[src/rtl/bch_parity_enc.sv]
module bch_parity_enc #(
  parameter int DATA_BYTES = 1024,
  parameter int T = 24
) (
  input  logic       clk,
  input  logic       rst_n,
  input  logic       in_valid,
  output logic       in_ready,
  input  logic [7:0] in_data,
  input  logic       in_start,
  input  logic       in_last,
  output logic       par_valid,
  output logic [7:0] par_data,
  output logic       err
);

  function automatic int field_order(int bits);
    int m;
    m = 1;
    while ((1 << m) <= bits) m++;
    return m;
  endfunction

  localparam int M  = field_order(DATA_BYTES * 8);
  localparam int P  = T * M;
  localparam int PB = (P + 7) / 8;
  localparam int PW = PB * 8;
  localparam int CW = $clog2(DATA_BYTES + 1);
  localparam int OW = $clog2(PB + 1);
  localparam logic [M:0] PRIM = (M + 1)'('h4443);

  function automatic logic [M-1:0] gf_mul(logic [M-1:0] a, logic [M-1:0] b);
    logic [M-1:0] acc, sh;
    acc = '0;
    sh  = a;
    for (int i = 0; i < M; i++) begin
      if (b[i]) acc = acc ^ sh;
      sh = sh[M-1] ? ((sh << 1) ^ PRIM[M-1:0]) : (sh << 1);
    end
    return acc;
  endfunction

  function automatic logic [M-1:0] gf_pow(int e);
    logic [M-1:0] r, base;
    r    = M'(1);
    base = M'(2);
    for (int i = 0; i < 31; i++) begin
      if (((e >> i) & 1) == 1) r = gf_mul(r, base);
      base = gf_mul(base, base);
    end
    return r;
  endfunction

  function automatic logic [P:0] gen_poly();
    logic [P:0]   g, acc;
    logic [M-1:0] c [0:M];
    logic [M-1:0] root;
    int n, j, d;
    bit lead, done;
    n = (1 << M) - 1;
    g = (P + 1)'(1);
    for (int i = 1; i < 2 * T; i += 2) begin
      lead = 1'b1;
      j = i;
      for (int k = 0; k < M; k++) begin
        j = (j * 2) % n;
        if (j < i) lead = 1'b0;
      end
      if (lead) begin
        for (int k = 0; k <= M; k++) c[k] = '0;
        c[0] = M'(1);
        root = gf_pow(i);
        d = 0;
        j = i;
        done = 1'b0;
        for (int k = 0; k < M; k++) begin
          if (!done) begin
            for (int s = M; s > 0; s--)
              if (s <= d + 1) c[s] = c[s-1] ^ gf_mul(c[s], root);
            c[0] = gf_mul(c[0], root);
            d++;
            root = gf_mul(root, root);
            j = (j * 2) % n;
            if (j == i) done = 1'b1;
          end
        end
        acc = '0;
        for (int s = 0; s <= M; s++)
          if (s <= d && c[s][0]) acc = acc ^ (g << s);
        g = acc;
      end
    end
    return g;
  endfunction

  localparam logic [P:0] GEN = gen_poly();

  typedef enum logic [1:0] {IDLE, DATA, OUT} st_t;

  st_t           st;
  logic [P-1:0]  lfsr, nxt;
  logic [PW-1:0] obuf;
  logic [CW-1:0] cnt, nxt_cnt;
  logic [OW-1:0] ocnt;
  logic          acc_b, fin, bad, fb;

  assign in_ready  = (st != OUT);
  assign par_valid = (st == OUT);
  assign acc_b     = in_valid && in_ready;
  assign nxt_cnt   = (st == IDLE) ? CW'(1) : cnt + CW'(1);
  assign fin       = (nxt_cnt == CW'(DATA_BYTES));
  assign bad       = ((st == IDLE) != in_start) || (in_last != fin);

  always_comb begin
    nxt = lfsr;
    fb  = 1'b0;
    for (int b = 0; b < 8; b++) begin
      fb  = in_data[b] ^ nxt[P-1];
      nxt = {nxt[P-2:0], 1'b0} ^ (fb ? GEN[P-1:0] : '0);
    end
  end

  always_comb
    for (int b = 0; b < 8; b++) par_data[b] = obuf[PW-1-b];

  always_ff @(posedge clk) begin
    if (!rst_n) begin
      st   <= IDLE;
      lfsr <= '0;
      obuf <= '0;
      cnt  <= '0;
      ocnt <= '0;
      err  <= 1'b0;
    end else begin
      err <= 1'b0;
      if (st == OUT) begin
        obuf <= obuf << 8;
        ocnt <= ocnt + OW'(1);
        if (ocnt == OW'(PB - 1)) st <= IDLE;
      end else if (acc_b) begin
        if (bad) begin
          err  <= 1'b1;
          st   <= IDLE;
          lfsr <= '0;
          cnt  <= '0;
        end else if (fin) begin
          obuf <= PW'(nxt) << (PW - P);
          lfsr <= '0;
          cnt  <= '0;
          ocnt <= '0;
          st   <= OUT;
        end else begin
          lfsr <= nxt;
          cnt  <= nxt_cnt;
          st   <= DATA;
        end
      end
    end
  end


  ready_off_chk: assert property (@(posedge clk) disable iff (!rst_n)
    par_valid |-> !in_ready);


  burst_open_chk: assert property (@(posedge clk) disable iff (!rst_n)
    $rose(par_valid) |-> $past(in_valid && in_ready && in_last));


  burst_clear_chk: assert property (@(posedge clk) disable iff (!rst_n)
    par_valid |-> (lfsr == '0));


  err_drop_chk: assert property (@(posedge clk) disable iff (!rst_n)
    err |-> (!par_valid && lfsr == '0 && cnt == '0));


  err_pulse_chk: assert property (@(posedge clk) disable iff (!rst_n)
    err |=> !err);

endmodule

[config.mk]
export PLATFORM = sky130hd
export DESIGN_NAME = bch_parity_enc
export DESIGN_NICKNAME = d
export VERILOG_FILES = /design/src/rtl/bch_parity_enc.sv
export SDC_FILE = /design/constraint.sdc
export NUM_CORES = 2
export LEC_CHECK = 0
export BUFFER_PORTS_ARGS = -buffer_cell sky130_fd_sc_hd__buf_2
export CAP_MARGIN = 5
export CORE_UTILIZATION = 64
export DETAILED_ROUTE_END_ITERATION = 10
export HOLD_SLACK_MARGIN = 0.12
export PLACE_DENSITY = 0.8
export SYNTH_ARGS = -nofsm -noshare
export SYNTH_HDL_FRONTEND = slang
export SYNTH_SLANG_ARGS = --single-unit
[constraint.sdc]
create_clock -name clk -period 4.8 [get_ports clk]
set_input_delay 0.48 -clock clk [delete_from_list [all_inputs] [get_ports clk]]
set_output_delay 0.48 -clock clk [all_outputs]
set_load 0.005 [all_outputs]
* After elaboration in Yosys (flattened, before gate mapping)
Index checks and enable logic that the tools add are counted. Widths: inputs -> output; s select.
Storage, ports and cells: flip-flop bits (word level) 692, output and inout bits 11, bits of input ports 13, word-level logic and storage cells 75
Cells by class: reduce and logical (&&, ||, !) cells 11, add/sub/neg operators 2, eq/ne operators 8, multiplexer cells 27, bitwise gates (word level) 20
Operators with widths (count):
- $mux 336 | 14
- $xor 336x336->336 | 8
- $mux 11 | 3
- $mux 6 | 4
- $add 11x1->11 const B | 1
- $eq 11x11->1 const B | 1
- $mux 2 | 5
- $xor 1x1->1 | 8
- $add 6x1->6 const B | 1
- $eq 6x6->1 const B | 1
- $reduce_and 3->1 | 2
- $ne 2x2->1 const B | 2
- $not 1->1 | 4
- $reduce_and 2->1 | 2
- $reduce_bool 2->1 | 2
- $reduce_or 3->1 | 1
- $eq 2x2->1 const B | 1
- $logic_not 2->1 | 1
- $ne 1x1->1 | 2
- $ne 2x1->1 const B | 1
- $reduce_or 2->1 | 1
- $logic_and 1x1->1 | 1
- $logic_or 1x1->1 | 1
- $mux 1 | 1

* Depth between registers and ports, before layout
depth in word-level cells 28, mapped depth 11, gate-level depth less buffers 8

* Least setup slack after synthesis
OpenSTA, ideal clock, no wires.
kind input port to flip-flop, start input port in_data[2], end register obuf[284], library setup time 0.128 ns, data required time 4.672 ns, slack 1.579 ns, stages 8, arrival 3.094 ns, buffers on the path 1, cells stage by stage xor2_1 buf_2 xor2_1 xnor2_1 xor2_1 xnor2_1 a222oi_1 nor2_1
On the way: longest elaborated chain between the ends 22
Ends and longest elaborated chain:
- start, declared | line 9 | input logic [7:0] in_data,
- $xor 1x1->1 * | line 118 | fb = in_data[b] ^ nxt[P-1];
- $mux 336 * | line 119 | nxt = {nxt[P-2:0], 1'b0} ^ (fb ? GEN[P-1:0] : '0);
- $xor 336x336->336 * | line 119
- $xor 1x1->1 | line 118
- $mux 336 | line 119
- $xor 336x336->336 * | line 119
- $xor 1x1->1 | line 118
- $mux 336 | line 119
- (+6 left out)
- $xor 336x336->336 * | line 119
- $xor 1x1->1 | line 118
- $mux 336 | line 119
- $xor 336x336->336 * | line 119
- $mux 336 * | line 146 | end else if (fin) begin
- $mux 336 * | line 141 | if (bad) begin
- $mux 336 * | line 140 | end else if (acc_b) begin
- $mux 336 * | line 136 | if (st == OUT) begin
- end signal, assigned | line 137 | obuf <= obuf << 8;
- end signal, assigned | line 147 | obuf <= PW'(nxt) << (PW - P);
- end, declared | line 102 | logic [PW-1:0] obuf;
Mark *: on every way between the ends. The rest lies on a longest branch, timed or not. The select of a mux whose other input is x is not followed. A chain may end at the register's enable or synchronous reset.

* Final worst setup path
start register cnt[4], end register obuf[245]
On the way: longest elaborated chain between the ends 7, elaborated cells between the ends (all ways) 8, those cells by class add/sub (1); eq/ne (3); mux (1); reduce/logical (3)
Ends and longest elaborated chain:
- start, declared | line 103 | logic [CW-1:0] cnt, nxt_cnt;
- start signal, assigned | line 154 | cnt <= nxt_cnt;
- $add 11x1->11 * | line 110 | assign nxt_cnt = (st == IDLE) ? CW'(1) : cnt + CW'(1);
- $mux 11 * | line 110
- $eq 11x11->1 * | line 111 | assign fin = (nxt_cnt == CW'(DATA_BYTES));
- $ne 1x1->1 | line 112 | assign bad = ((st == IDLE) != in_start) || (in_last != fin);
- $logic_or 1x1->1 | line 112
- $ne 2x2->1 (no source line)
- $reduce_and 3->1 (no source line) *
Mark *: on every way between the ends. The rest lies on a longest branch, timed or not.

==> results.json <==
{
  "instances_no_fill": 3719,
  "finalClockSkew_ns": 0.03031,
  "crit_required_ns": 5.27,
  "area_growth_pct": 11.25,
  "cts_buffers": 71,
  "antenna_found_initial": 1,
  "io_buffer_count": 23,
  "nNetsFinal": 3078,
  "drt_iter0_markers": 5124,
  "ir_drop_uv": 381.0,
  "grt_pass1_vias": 24980,
  "drive_gt1_share_pct": 9.554,
  "placed_cell_area_sq_um": 30270,
  "hpwl_microns": 58820,
  "netlist_area_sq_um": 29410,
  "htreeDepth": 3,
  "num_rows": 78,
  "synth_top_family_by_area": "compound AO/OA/AOI/OAI gates",
  "vias": 26131,
  "cts_root_buf": "clkbuf_16",
  "final_common_cell": "dfxtp_1",
  "finalMaxSlewViolations": 0,
  "die_h_microns": 216.4,
  "drv_cap": 0,
  "nFillCells": 3236,
  "cts_tree": "done",
  "holdWs_ns": 0.2440,
  "critPathLaunchType": "flop",
  "finalSetupTns_ns": 0,
  "grt_max_degree": 155,
  "grt_pass1_wl_microns": 151200,
  "fin_crit_sh_pct": 85.14,
  "power_density_nw_per_um2": 560.2,
  "synth-xor-area-share_pct": 16.78,
  "cts_resized": 0,
  "viasPerCell": 7.026,
  "finalPower_mw": 18.33,
  "yosysWarnings": 0,
  "cts.path.max_buffers": 3,
  "synth-async-reset-ratio_pct": 0,
  "ys.flop_type": "dfxtp_1",
  "setup_violations": 0,
  "die_w_microns": 216.4,
  "ant_nets": 0,
  "coreArea_sq_um": 45380,
  "place.gp.congestion": 0.9512,
  "cp.arrival_ns": 4.55,
  "max_freq_ghz": 0.2447,
  "relSlewSlack_pct": 11.86,
  "synth_cells": 3152,
  "clkSinkCount": 692,
  "grt_remaining_overflow": 0,
  "ctsHoldBuffers": 0,
  "syn-num-nets": 3168,
  "synth-seq-cells": 692,
  "setup.worst_path.class": "reg2reg",
  "synth-simple-area-share_pct": 11.77,
  "grtUsageTotal_pct": 42.16,
  "violations": "design-rule violations",
  "floorplan.initialDensity_pct": 64.81,
  "endpoint_kind": "flop",
  "hold_viol": 0,
  "hp-class": "in2reg",
  "drtPass1Iterations": 11,
  "outcome": "finished with violations",
  "rsz0062_at_grt": "no",
  "fin_crit_ns": 4.087,
  "drc": 1,
  "synth_edf_count": 0,
  "ioPinCount": 24,
  "clkTransAtPathRegs_ns": 0.06,
  "synth_top_cell_by_area": "dfxtp_1",
  "synth.top_cell.area_share_pct": 47.10,
  "final_cell_mix": "dfxtp_1 (692), xnor2_1 (392), nand2_1 (295)",
  "clk_latency_ns": 0.63,
  "antennaDiodeCount": 0,
  "power.leakage_nw": 11.82,
  "ys_types": 56,
  "synthMuxAreaShare_pct": 0.03403,
  "synth_area_leaders": "dfxtp_1 (47%), xnor2_1 (12%), a222oi_1 (5.9%)",
  "yosysSeqAreaShare_pct": 47.10,
  "synthAdderAreaFrac_pct": 0.1276,
  "worst_pin_slew_ns": 1.313,
  "place_inst": 3589,
  "wl_per_cell_microns": 27.09,
  "synth-compound-area-share_pct": 20.36,
  "cts_setup_buffers": 0,
  "drt_wl_total_microns": 100700,
  "cp_max_fo": 148,
  "syn_area_per_cell_sq_um": 9.332,
  "die_area_sq_um": 46820,
  "design_area_sq_um": 32720
}
## layout make-up
cell class	instances	area, sq um	share of cell area [%]
Timing Repair Buffer	120	968.4	2.960
Tap cell	600	750.7	2.294
Multi-Input combinational cell	2170	14650	44.78
Clock inverter	23	225.2	0.6883
Sequential cell	692	13850	42.34
Inverter	7	41.29	0.1262
Clock buffer	107	2228	6.810
## final timing paths
| kind | from | cells past startpoint | slack [ns] | endpoint |
|---|---|---|---|---|
| setup / recovery | cnt[4] | 8 | 0.71 | obuf[245] |
| hold / removal | in_valid | 3 | 0.24 | cnt[1] |
| setup reg to reg | cnt[4] | 8 | 0.71 | obuf[245] |
| hold reg to reg | obuf[56] | 2 | 0.46 | obuf[56] |
## critical path, cell delays in order (launching register included)
cell,delay [ns]
dfxtp_1,0.45
nand4_1,0.37
or4_1,0.61
a21oi_1,0.30
or4_1,0.80
nor2_4,0.12
buf_12,0.23
a222oi_1,0.63
nor2_1,0.07
## power breakdown
group | internal (mW) | switching (mW) | total, mW
combinational | 2.26 | 4.15 | 6.41
clock | 3.39 | 2.36 | 5.75
sequential | 5.99 | 0.190 | 6.18
total | 11.6 | 6.70 | 18.3
## per-stage QoR
| stage | setup slack (ns) | utilization (%) |
|---|---|---|
| after floorplan | 1.579 | - |
| after global placement | 1.137 | 66.70 |
| after detailed placement | 1.046 | 66.70 |
| after CTS | 1.027 | 72.10 |
| after global routing | 0.6350 | 72.10 |
| final | 0.7132 | 72.10 |
## cell families (layout without fill, tap and decap cells)
kind of cell | count (synthesis) | count (layout)
DFF | 692 | 692
and+or+nand+nor | 814 | 814
xor gates and xnor gates | 540 | 540
muxes | 1 | 1
adders and majority gates | 3 | 3
buffers and inverters | 290 | 257
AOI/OAI and AO/OA | 812 | 812
## registers in the layout, summed over array words and instances (netlist names)
register	flops
obuf	336
cnt	11
lfsr	336
st	2
ocnt	6
err	1
## cells in the mapped netlist (9+ instances only)
library cell and count:
a21o_1 43, buf_1 23, nand3_1 152, xor2_1 119
o21ai_0 120, clkbuf_1 245, nand2b_1 12, a221o_1 18
a22o_1 104, a2bb2oi_1 20, a22oi_1 95, xnor2_2 9
or2_2 13, and3_1 21, dfxtp_1 692, nor3_1 16
o22ai_1 23, a21oi_1 170, a222oi_1 172, xnor2_1 402
nand2_1 296, nor2_1 278
## per-layer routing
layer | track usage (%) | wire [microns] | share of wire, % | vias to the layer above
met4 | 27.68 | 7387 | 7.3 | 2
met2 | 61.76 | 42360 | 42 | 2108
met3 | 12.46 | 14470 | 14 | 504
li1 | - | - | - | 11040
met5 | 0 | 13 | 0.013 | -
met1 | 53.95 | 36490 | 36 | 12477
No activity file was read; power rests on OpenSTA's default activity.
